`config.mk`:
```
export PLATFORM = sky130hd
export DESIGN_NAME = bridge_window_filter
export DESIGN_NICKNAME = d
export VERILOG_FILES = /design/src/rtl/bridge_window_filter.sv
export SDC_FILE = /design/constraint.sdc
export NUM_CORES = 2
export LEC_CHECK = 0
export BUFFER_PORTS_ARGS = -buffer_cell sky130_fd_sc_hd__buf_2
export CAP_MARGIN = 25
export CORE_ASPECT_RATIO = 1.1
export CORE_MARGIN = 8
export CORE_UTILIZATION = 61
export DETAILED_ROUTE_END_ITERATION = 16
export HOLD_SLACK_MARGIN = 0.12
export MAX_ROUTING_LAYER = met4
export PLACE_DENSITY = 0.92
export SLEW_MARGIN = 20
export SYNTH_ARGS = -nofsm -noshare
export SYNTH_HDL_FRONTEND = slang
export SYNTH_SLANG_ARGS = --single-unit
```
`constraint.sdc`:
```
create_clock -name clk -period 15.55 [get_ports clk]
set_input_delay 3.8875 -clock clk [delete_from_list [all_inputs] [get_ports clk]]
set_output_delay 3.8875 -clock clk [all_outputs]
set_load 0.02 [all_outputs]
```
`src/rtl/bridge_window_filter.sv`:
```
module bridge_window_filter (
  input  logic        clk,
  input  logic        rst_n,
  input  logic        cfg_we,
  input  logic [7:0]  cfg_addr,
  input  logic [3:0]  cfg_be,
  input  logic [31:0] cfg_wdata,
  input  logic        req_valid,
  input  logic        req_io,
  input  logic        req_pf,
  input  logic [63:0] req_addr,
  input  logic [63:0] req_size,
  output logic        rsp_valid,
  output logic [63:0] rsp_addr,
  output logic [63:0] rsp_size,
  output logic        win_chg,
  input  logic        hit_io,
  input  logic        hit_pf,
  input  logic [63:0] hit_addr,
  output logic        hit
);

  localparam logic [5:0] DW_CMD  = 6'h01;
  localparam logic [5:0] DW_IO   = 6'h07;
  localparam logic [5:0] DW_MEM  = 6'h08;
  localparam logic [5:0] DW_PF   = 6'h09;
  localparam logic [5:0] DW_PFBH = 6'h0A;
  localparam logic [5:0] DW_PFLH = 6'h0B;
  localparam logic [5:0] DW_IOHI = 6'h0C;

  logic [7:0]  io_base_q, io_lim_q;
  logic [15:0] io_base_hi_q, io_lim_hi_q;
  logic [15:0] mem_base_q, mem_lim_q, pf_base_q, pf_lim_q;
  logic [31:0] pf_base_hi_q, pf_lim_hi_q;
  logic        io_en_q, mem_en_q;

  wire [5:0] dw = cfg_addr[7:2];

  // configuration writes, byte by byte
  always_ff @(posedge clk) begin
    if (!rst_n) begin
      io_base_q    <= '0;
      io_lim_q     <= '0;
      io_base_hi_q <= '0;
      io_lim_hi_q  <= '0;
      mem_base_q   <= '0;
      mem_lim_q    <= '0;
      pf_base_q    <= '0;
      pf_lim_q     <= '0;
      pf_base_hi_q <= '0;
      pf_lim_hi_q  <= '0;
      io_en_q      <= 1'b0;
      mem_en_q     <= 1'b0;
    end else if (cfg_we) begin
      case (dw)
        DW_CMD: if (cfg_be[0]) begin
          io_en_q  <= cfg_wdata[0];
          mem_en_q <= cfg_wdata[1];
        end
        DW_IO: begin
          if (cfg_be[0]) io_base_q <= cfg_wdata[7:0];
          if (cfg_be[1]) io_lim_q  <= cfg_wdata[15:8];
        end
        DW_MEM: begin
          if (cfg_be[0]) mem_base_q[7:0]  <= cfg_wdata[7:0];
          if (cfg_be[1]) mem_base_q[15:8] <= cfg_wdata[15:8];
          if (cfg_be[2]) mem_lim_q[7:0]   <= cfg_wdata[23:16];
          if (cfg_be[3]) mem_lim_q[15:8]  <= cfg_wdata[31:24];
        end
        DW_PF: begin
          if (cfg_be[0]) pf_base_q[7:0]  <= cfg_wdata[7:0];
          if (cfg_be[1]) pf_base_q[15:8] <= cfg_wdata[15:8];
          if (cfg_be[2]) pf_lim_q[7:0]   <= cfg_wdata[23:16];
          if (cfg_be[3]) pf_lim_q[15:8]  <= cfg_wdata[31:24];
        end
        DW_PFBH: for (int b = 0; b < 4; b++)
          if (cfg_be[b]) pf_base_hi_q[8*b +: 8] <= cfg_wdata[8*b +: 8];
        DW_PFLH: for (int b = 0; b < 4; b++)
          if (cfg_be[b]) pf_lim_hi_q[8*b +: 8] <= cfg_wdata[8*b +: 8];
        DW_IOHI: begin
          if (cfg_be[0]) io_base_hi_q[7:0]  <= cfg_wdata[7:0];
          if (cfg_be[1]) io_base_hi_q[15:8] <= cfg_wdata[15:8];
          if (cfg_be[2]) io_lim_hi_q[7:0]   <= cfg_wdata[23:16];
          if (cfg_be[3]) io_lim_hi_q[15:8]  <= cfg_wdata[31:24];
        end
        default: ;
      endcase
    end
  end

  // change pulse
  wire touch = cfg_we &&
               ((dw == DW_IO && |cfg_be[1:0]) ||
                (dw >= DW_MEM && dw <= DW_IOHI && |cfg_be));

  always_ff @(posedge clk) begin
    if (!rst_n) win_chg <= 1'b0;
    else        win_chg <= touch;
  end

  // window decode
  wire [63:0] io_lo  = {32'h0, io_base_q[0] ? io_base_hi_q : 16'h0, io_base_q[7:4], 12'h000};
  wire [63:0] io_hi  = {32'h0, io_lim_q[0]  ? io_lim_hi_q  : 16'h0, io_lim_q[7:4],  12'hFFF};
  wire [63:0] mem_lo = {32'h0, mem_base_q[15:4], 20'h00000};
  wire [63:0] mem_hi = {32'h0, mem_lim_q[15:4],  20'hFFFFF};
  wire [63:0] pf_lo  = {pf_base_hi_q, pf_base_q[15:4], 20'h00000};
  wire [63:0] pf_hi  = {pf_lim_hi_q,  pf_lim_q[15:4],  20'hFFFFF};

  logic [63:0] rq_lo, rq_hi, hq_lo, hq_hi;
  logic        rq_en, hq_en;

  always_comb begin
    if (req_io) begin
      rq_lo = io_lo;  rq_hi = io_hi;  rq_en = io_en_q;
    end else if (req_pf) begin
      rq_lo = pf_lo;  rq_hi = pf_hi;  rq_en = mem_en_q;
    end else begin
      rq_lo = mem_lo; rq_hi = mem_hi; rq_en = mem_en_q;
    end
  end

  always_comb begin
    if (hit_io) begin
      hq_lo = io_lo;  hq_hi = io_hi;  hq_en = io_en_q;
    end else if (hit_pf) begin
      hq_lo = pf_lo;  hq_hi = pf_hi;  hq_en = mem_en_q;
    end else begin
      hq_lo = mem_lo; hq_hi = mem_hi; hq_en = mem_en_q;
    end
  end

  assign hit = hq_en && hit_addr >= hq_lo && hit_addr <= hq_hi;

  // region clip
  wire [64:0] rq_end = {1'b0, req_addr} + {1'b0, req_size} - 65'd1;
  wire [63:0] c_start = (req_addr > rq_lo) ? req_addr : rq_lo;
  wire [64:0] c_end65 = (rq_end < {1'b0, rq_hi}) ? rq_end : {1'b0, rq_hi};
  wire [63:0] c_end = c_end65[63:0];
  wire        c_ok = rq_en && (req_size != 64'd0) && (c_start <= c_end);

  always_ff @(posedge clk) begin
    if (!rst_n) begin
      rsp_valid <= 1'b0;
      rsp_addr  <= '1;
      rsp_size  <= '0;
    end else begin
      rsp_valid <= req_valid;
      if (req_valid) begin
        rsp_addr <= c_ok ? c_start : '1;
        rsp_size <= c_ok ? (c_end - c_start + 64'd1) : '0;
      end
    end
  end


  rsp_follow_chk: assert property (@(posedge clk) disable iff (!rst_n)
    req_valid |=> rsp_valid);

  rsp_single_chk: assert property (@(posedge clk) disable iff (!rst_n)
    !req_valid |=> !rsp_valid);

  unmapped_form_chk: assert property (@(posedge clk) disable iff (!rst_n)
    (rsp_valid && rsp_size == 64'd0) |-> rsp_addr == '1);

  clip_inside_chk: assert property (@(posedge clk) disable iff (!rst_n)
    req_valid |=> (rsp_size == 64'd0 ||
                   (rsp_addr >= $past(req_addr) && rsp_size <= $past(req_size))));

  io_off_chk: assert property (@(posedge clk) disable iff (!rst_n)
    (req_valid && req_io && !io_en_q) |=> rsp_size == 64'd0);

  chg_cause_chk: assert property (@(posedge clk) disable iff (!rst_n)
    win_chg |-> $past(cfg_we));

  hit_space_chk: assert property (@(posedge clk) disable iff (!rst_n)
    (hit && hit_io) |-> io_en_q);

endmodule

```
==> impl_results.md <==
* Status: completed
* Post-CTS Setup Bufs at 0
* Antenna violations before repair at 12
* Synth Cell Area at 30580 um^2
* Core area at 49820 um^2
* Crit start category: primary input
* Slowest library cell on the worst path: o311ai_0
* Final Non-Filler Cells at 4904
* First-pass iteration count of the detailed router at 8
* Syn_nets at 4688
* Die width at 229.5 um
* Area post-placement at 32920 um^2
* Via density at 6.360
* Netlist cell types at 77
* Commonest non-fill, non-tap cells in the layout: 524 x ha_1, 433 x inv_1, 371 x buf_2
* Die H at 250.8 um
* Inst Count DP at 4825
* Worst rel slew slack at 14.03%
* Fmax at 69.12 MHz
* Clock latency on the worst-skew pair at 590 ps
* Async SR Flop Fraction at 0%
* Slowest stage delay, CP at 760 ps
* Commonest non-fill, non-tap cell in the layout: ha_1
* Clock Path Buffers at 3
* Synth Register Bits at 286
* Yosys synthesis warning count at 0
* Clock sink count at 286
* Total negative slack at 0 ps
* Post-synth EDFFs at 0
* RSZ-0062 raised after global routing: false
* Die area at 57560 um^2
* WS Path Type: in2reg
* Vias in the first global route at 30650
* PortBufs at 372
* Clock H-tree levels at 2
* VDD IR max at 0.09085 mV
* Worst endpoint required time at 16010 ps
* Syn avg cell area at 7.805 um^2
* Clock Skew at 33.88 ps
* Cell count after synthesis at 3918
* FF-to-FF path depth at 26
* Tot GR Track Use at 39.75%
* Dominant synthesized flop cell: dfxtp_1
* Nets at 4974
* CTS tree: done
* Root buffer cell: clkbuf_16
* Crit path DAT at 14930 ps
* Final setup viols at 0
* Largest net degree at the start of global routing at 95
* CTS resizes at 0
* Cell Rows at 86
* Top Ports at 375
* P per Cell Area at 100.3 nW/um^2
* Final WL at 117.8 mm
* Least-Margin Pin Slew at 1276 ps
* Fin util at 68.63%
* Routed vias at 31190
* Post-route antenna net violation count at 0
* Routability Congestion at 1.097
* Final instance area at 34190 um^2
* Final period util at 93.04%
* Min cycle time layout at 14470 ps
* Most Frequent Cell on Critical Path: ha_1
* TritonCTS Buffers at 34
* Total power at 0.003428 W
* GRT overflow at 0
* Clock-pin slew on the worst setup and hold paths at 50 ps
* Layout area overhead at 11.81%
* DRC at 0
* Worst hold path type: reg2reg
* Final Hold Violating Endpoints at 0
* First-pass GRT wire length at 174.8 mm
* HPWL Detailed at 96.63 mm
* CTS hold repair buffers at 0
* Max-cap viol count at 0
* Initial Util at 61.38%
* CP endpoint kind: flop
* Proportion of layout cells with a drive suffix above 1 at 13.62%
* Pleak at 16.21 nW
* Drt wl/cell at 24.01 um
* Max FO, Critical Path at 21
* Hold depth at 2
* Final Slew Violations at 0
* Sequential-to-total area share from yosys stat at 18.72%
* Fill cell count at 4113
* DRT iter0 DRCs at 2975
-- kinds of logic after synthesis --
family	synth area share, %
XOR/XNOR	2.921
AO/OA/AOI/OAI	19.25
adder cells (fa/ha/maj)	21.57
AND/OR/NAND/NOR	19.25
buffers and inverters	7.487
flip-flops	18.72
multiplexers	10.80
-- Yosys cell counts (all sizes together), types with 47 or more instances --
library cell	number	area share, %
mux2i	241	7.9
nand2	295	3.6
nor2b	207	4.2
xnor2	63	1.8
mux2	79	2.9
dfxtp	286	19
inv	445	5.5
nand2b	47	0.96
nand3	119	1.9
nor2	230	2.8
a21o	206	5.1
ha	524	21
nand4	99	2.0
o21ai	153	2.5
clkbuf	118	1.4
a21oi	282	4.6
-- metal layers --
layer	part of all wire, %	vias to the layer above	GRT usage (%)
li1	-	14360	-
met1	36	14420	43.30
met2	44	1861	62.68
met3	10	550	9.246
met4	9.3	0	30.36
met5	0	-	-
-- sequential cells by signal, indices dropped and copies added, names as in the netlist --
| signal | count |
|---|---|
| io_base_q | 5 |
| io_lim_q | 5 |
| pf_lim_hi_q | 32 |
| rsp_addr | 64 |
| io_base_hi_q | 16 |
| rsp_size | 64 |
| rsp_valid | 1 |
| win_chg | 1 |
| mem_lim_q | 12 |
| pf_lim_q | 12 |
| io_lim_hi_q | 16 |
| pf_base_hi_q | 32 |
| mem_base_q | 12 |
| pf_base_q | 12 |
| mem_en_q | 1 |
| io_en_q | 1 |
-- per-stage QoR --
stage          hold slack (ps)  worst slack (ps)
2_1_floorplan            486.0              3032
3_3_place_gp             433.5             922.1
3_5_place_dp             439.1             836.2
4_1_cts                  452.0              1346
5_1_grt                  472.5             643.7
6_report                 450.7              1082
-- final timing paths --
path / startpoint / end / slack [ps]
setup / recovery: req_addr[17] / rsp_size[61] / 1080
hold reg to reg: rsp_size[56] / rsp_size[56] / 450
hold / removal: rsp_size[56] / rsp_size[56] / 450
setup reg to reg: io_base_q[0] / rsp_size[61] / 6930
-- final cells by class --
type / instances / area (um^2) / area share (%)
Multi-Input combinational cell: 3033 / 22600 / 66.09
Sequential cell: 286 / 5725 / 16.75
Timing Repair Buffer: 404 / 2128 / 6.225
Inverter: 445 / 1670 / 4.885
Clock buffer: 48 / 1035 / 3.026
Tap cell: 660 / 825.8 / 2.415
Clock inverter: 14 / 175.2 / 0.5123
Antenna cell: 14 / 35.03 / 0.1025
-- worst max-delay path, delay by kind of cell --
kind / cells / cell delay [ps]
XOR/XNOR: 1 / 410
multiplexers: 2 / 560
AND/OR/NAND/NOR: 9 / 3290
adder cells (fa/ha/maj): 5 / 1660
buffers and inverters: 4 / 660
AO/OA/AOI/OAI: 14 / 4430
-- power breakdown --
part / internal (W) / leakage, nW / switching, W
logic: 0.000690 / 13.3 / 0.00112
clock network: 0.000518 / 0.594 / 0.000359
registers: 0.000734 / 2.31 / 0.00000113
total: 0.00194 / 16.2 / 0.00149
Note: power is estimated with default switching activity, not from simulation.
